`config.mk`:
```
export PLATFORM = sky130hd
export DESIGN_NAME = fifo_flagged
export DESIGN_NICKNAME = d
export VERILOG_FILES = /design/src/rtl/fifo_flagged.sv
export SDC_FILE = /design/constraint.sdc
export NUM_CORES = 1
export LEC_CHECK = 0
export CAP_MARGIN = 20
export CORE_MARGIN = 2
export CORE_UTILIZATION = 60
export DETAILED_ROUTE_END_ITERATION = 10
export PLACE_DENSITY = 0.79
export RECOVER_POWER = 25
export SETUP_SLACK_MARGIN = 0.3
export SYNTH_ARGS = -nofsm -noshare
export SYNTH_HDL_FRONTEND = slang
export SYNTH_SLANG_ARGS = --single-unit
```
`constraint.sdc`:
```
create_clock -name clk -period 3.62 [get_ports clk]
set_clock_uncertainty 0.05 [all_clocks]
set_input_delay 0.724 -clock clk [delete_from_list [all_inputs] [get_ports clk]]
set_output_delay 0.724 -clock clk [all_outputs]
set_load 0.01 [all_outputs]
```
`src/rtl/fifo_flagged.sv`:
```
module fifo_flagged #(
  parameter int DEPTH = 16,
  parameter int WIDTH = 8,
  localparam int AW = $clog2(DEPTH),
  localparam int CW = $clog2(DEPTH + 1)
) (
  input  logic             clk,
  input  logic             rst,
  input  logic             wr_en,
  input  logic [WIDTH-1:0] wr_data,
  input  logic             rd_en,
  output logic [WIDTH-1:0] rd_data,
  input  logic [CW-1:0]    level_mark,
  output logic             full,
  output logic             empty,
  output logic             overflow,
  output logic             underflow,
  output logic             below_mark
);

  logic [WIDTH-1:0] mem [DEPTH];
  logic [AW-1:0]    wptr, rptr;
  logic [CW-1:0]    count;
  logic             push, pop;

  assign full       = (count == CW'(DEPTH));
  assign empty      = (count == '0);
  assign below_mark = (count < level_mark);

  assign pop  = rd_en && !empty;
  assign push = wr_en && (!full || rd_en);

  always_ff @(posedge clk) begin
    if (push) mem[wptr] <= wr_data;
  end

  always_ff @(posedge clk) begin
    if (rst) begin
      wptr      <= '0;
      rptr      <= '0;
      count     <= '0;
      rd_data   <= '0;
      overflow  <= 1'b0;
      underflow <= 1'b0;
    end else begin
      overflow  <= wr_en && !push;
      underflow <= rd_en && empty;
      if (push) wptr <= wptr + 1'b1;
      if (pop) begin
        rptr    <= rptr + 1'b1;
        rd_data <= mem[rptr];
      end
      case ({push, pop})
        2'b10:   count <= count + 1'b1;
        2'b01:   count <= count - 1'b1;
        default: count <= count;
      endcase
    end
  end

endmodule


```
==> impl_metrics.yaml <==
finish:
  antenna_cells: 0
  area_delta_synth_final_pct: 17.6
  nFillCells: 611
  final_common_cell: "edfxtp_1"
  drive_gt1_share_pct: 14.7
  final_cell_mix: "128 x edfxtp_1, 43 x nor2_1, 34 x mux2i_1"
  finalNetCount: 467
timing:
  tns_ps: 0
  fmax_ghz: 0.344
  final.min_clock_period_ps: 2910
  rsz0062_at_grt: "false"
  finalCritPeriodShare_pct: 80.4
  setup_viol: 0
  slew_viol_final: 0
  timing.max_slew.rel_slack_pct: 25.4
  worst_pin_slew_ps: 1110
  hold_viol: 0
floorplanning:
  fp.coreArea_mm2: 0.0102
  start_util_pct: 60.8
  fp-row-count: 37
  die_h_um: 106
  die_w_um: 106
  die-area_mm2: 0.0111
  pin_count: 30
power_and_ir_drop:
  internal_power_w: 0.00366
  pwr-share-clk_pct: 37.0
  vdd_drop_max_uv: 440
  power.switching_w: 0.00132
  sequentialPowerShare_pct: 42.6
  leakagePower_nw: 2.40
  sw_frac_of_total_pct: 26.5
  total_power_w: 0.00498
  combPwrFrac_pct: 20.4
  p_per_area_mw_per_mm2: 683
synth:
  synth_area_mm2: 0.00619
  synth_top_cell_by_area: "edfxtp_1"
  ys_seq_area_share_pct: 69.5
  ys_warn_count: 0
  synth.avg_cell_area_um2: 15.6
  synth_edf_count: 128
  syn_inst: 396
  ys.flop_type: "edfxtp_1"
  synth.distinct_cells: 37
  synth_nets: 426
  synth_area_leaders: "edfxtp_1 62%, dfxtp_1 7.4%, mux4_2 5.8%"
  synth_seq_cells: 151
  synth_top_area_share_pct: 62.1
  async_flop_share_pct: 0
place:
  portBuffers: 29
  dp_hpwl_um: 7440
  place.gp.congestion: 0.823
route:
  wl_per_cell_um: 21.1
  top_layer: "met4"
  dr.pass1.iters: 5
  drtIter0Drc: 256
  drc: 0
  wl_met3_um: 776
  ant_nets: 0
  wl_met2_um: 6210
  finalWirelength_um: 12400
  routedLengthMet1_um: 5200
  avgViaCountPerCell: 5.95
  via_count: 3488
setup_path:
  path_cells: "nor4_4 > and2_1 > clkdlybuf4s50_1"
  critPathLaunchType: "register"
  slowest_stage: "clkdlybuf4s50_1"
  worstPathArrival_ps: 2140
  crit_type: "reg2out"
  worst-path-max-fanout: 9
  worstPathRequired_ps: 2850
  end_kind: "primary output"
  slowest_delay_ps: 540
clocking:
  clkLatencyLatePin_ps: 520
  numCtsBuffers: 17
  cts_tree: "done"
  clkTransAtPathRegs_ps: 60
  h-tree-depth: 4
  clockRootBuffer: "clkbuf_8"
  cts_sinks: 151
  cts_buffer_depth: 2
global_routing:
  grt_max_degree: 51
  grt_pass1_vias: 3542
  grt_overflow_total: 0
  grt_use_total_pct: 23.8
  antenna_found_initial: 0
  grt_pass1_wl_um: 19100
status:
  status: "completed"
min_path:
  hp-class: "reg2reg"
flow_run:
  maxCapViolations: 0
[layout make-up]
type                            count  area, um^2  share of cell area [%]
Clock buffer                       18         418                    5.74
Sequential cell                   151        4310                    59.1
Tap cell                          136         170                    2.34
Multi-Input combinational cell    211        1730                    23.8
Clock inverter                     14         205                    2.82
Timing Repair Buffer               45         413                    5.67
Inverter                           11        41.3                   0.567
[power by group through the flow]
stage | clock network, W | registers (W) | logic, W
finish | 0.00184 | 0.00212 | 0.00102
global route | 0.00194 | 0.00214 | 0.00111
CTS | 0.00186 | 0.00212 | 0.00102
detailed placement | 0 | 0.00215 | 0.00100
global placement | 0 | 0.00215 | 0.000963
floorplan | 0 | 0.00211 | 0.000689
[logic make-up (layout without fill, tap and decap cells)]
kind of cell | after synthesis | after routing | synth area share (%)
mux | 50 | 50 | 11.3
flops | 151 | 151 | 69.5
compound gates | 49 | 49 | 5.64
xor+xnor | 8 | 8 | 1.13
buf+inv | 34 | 88 | 2.59
fa+ha+maj | 13 | 13 | 2.63
simple gates | 91 | 91 | 7.17
[worst max-delay path, delay by kind of cell, from the launching register on]
family                 cells  cell delay (ps)
buffers and inverters      1              540
DFF                        1              410
and+or+nand+nor            2              660
[synth_stat cells, drive strengths merged (2+ instances only)]
master / n
nor2b: 4
inv: 11
nand2: 15
o21ai: 3
nand2b: 6
a311oi: 8
mux2i: 34
clkbuf: 6
nor3b: 4
o22ai: 17
ha: 13
nand3b: 2
xor2: 7
nor4: 3
a22oi: 9
edfxtp: 128
a211o: 2
a21oi: 7
nor3: 6
dfxtp: 23
buf: 17
nor2: 43
nand4: 2
or3: 2
mux4: 16
nand3: 2
[per-stage QoR]
step / instances / area, um^2 / hold slack (ps) / setup WS (ps) / util, %
2_1_floorplan: 396 / 6190 / 428 / 902 / -
4_1_cts: 586 / 7280 / 450 / 352 / 71.5
5_1_grt: 586 / 7280 / 499 / 551 / 71.5
3_5_place_dp: 554 / 6660 / 442 / 302 / 65.4
3_3_place_gp: 554 / 6660 / 439 / 379 / 65.4
6_report: 586 / 7280 / 448 / 709 / 71.5
[registers in the layout (all words and copies together), names as in the netlist]
name       count
overflow       1
rptr           4
underflow      1
rd_data        8
wptr           4
count          5
mem          128
[per-layer routing]
layer / GRT usage [%] / vias up
met4: 8.08 / 0
met5: 0 / -
met3: 6.00 / 21
met1: 32.2 / 1746
li1: - / 1607
met2: 38.3 / 114
[path summary, 6_finish.rpt]
kind,from,to,cells past startpoint,slack [ps]
min reg2reg,rd_data[0]$_SDFFE_PP0P_,rd_data[0]$_SDFFE_PP0P_,2,450
max reg2reg,count[1]$_SDFFE_PP0P_,count[2]$_SDFFE_PP0P_,10,800
max,count[1]$_SDFFE_PP0P_,empty,3,710
min,rd_data[0]$_SDFFE_PP0P_,rd_data[0]$_SDFFE_PP0P_,2,450
[repair_timing]
action,in CTS,in global routing
resized for setup,0,1
endpoints found under the setup margin,0,1
setup buffers,0,0
hold buffers,0,0
Note: power is estimated with default switching activity, not from simulation.
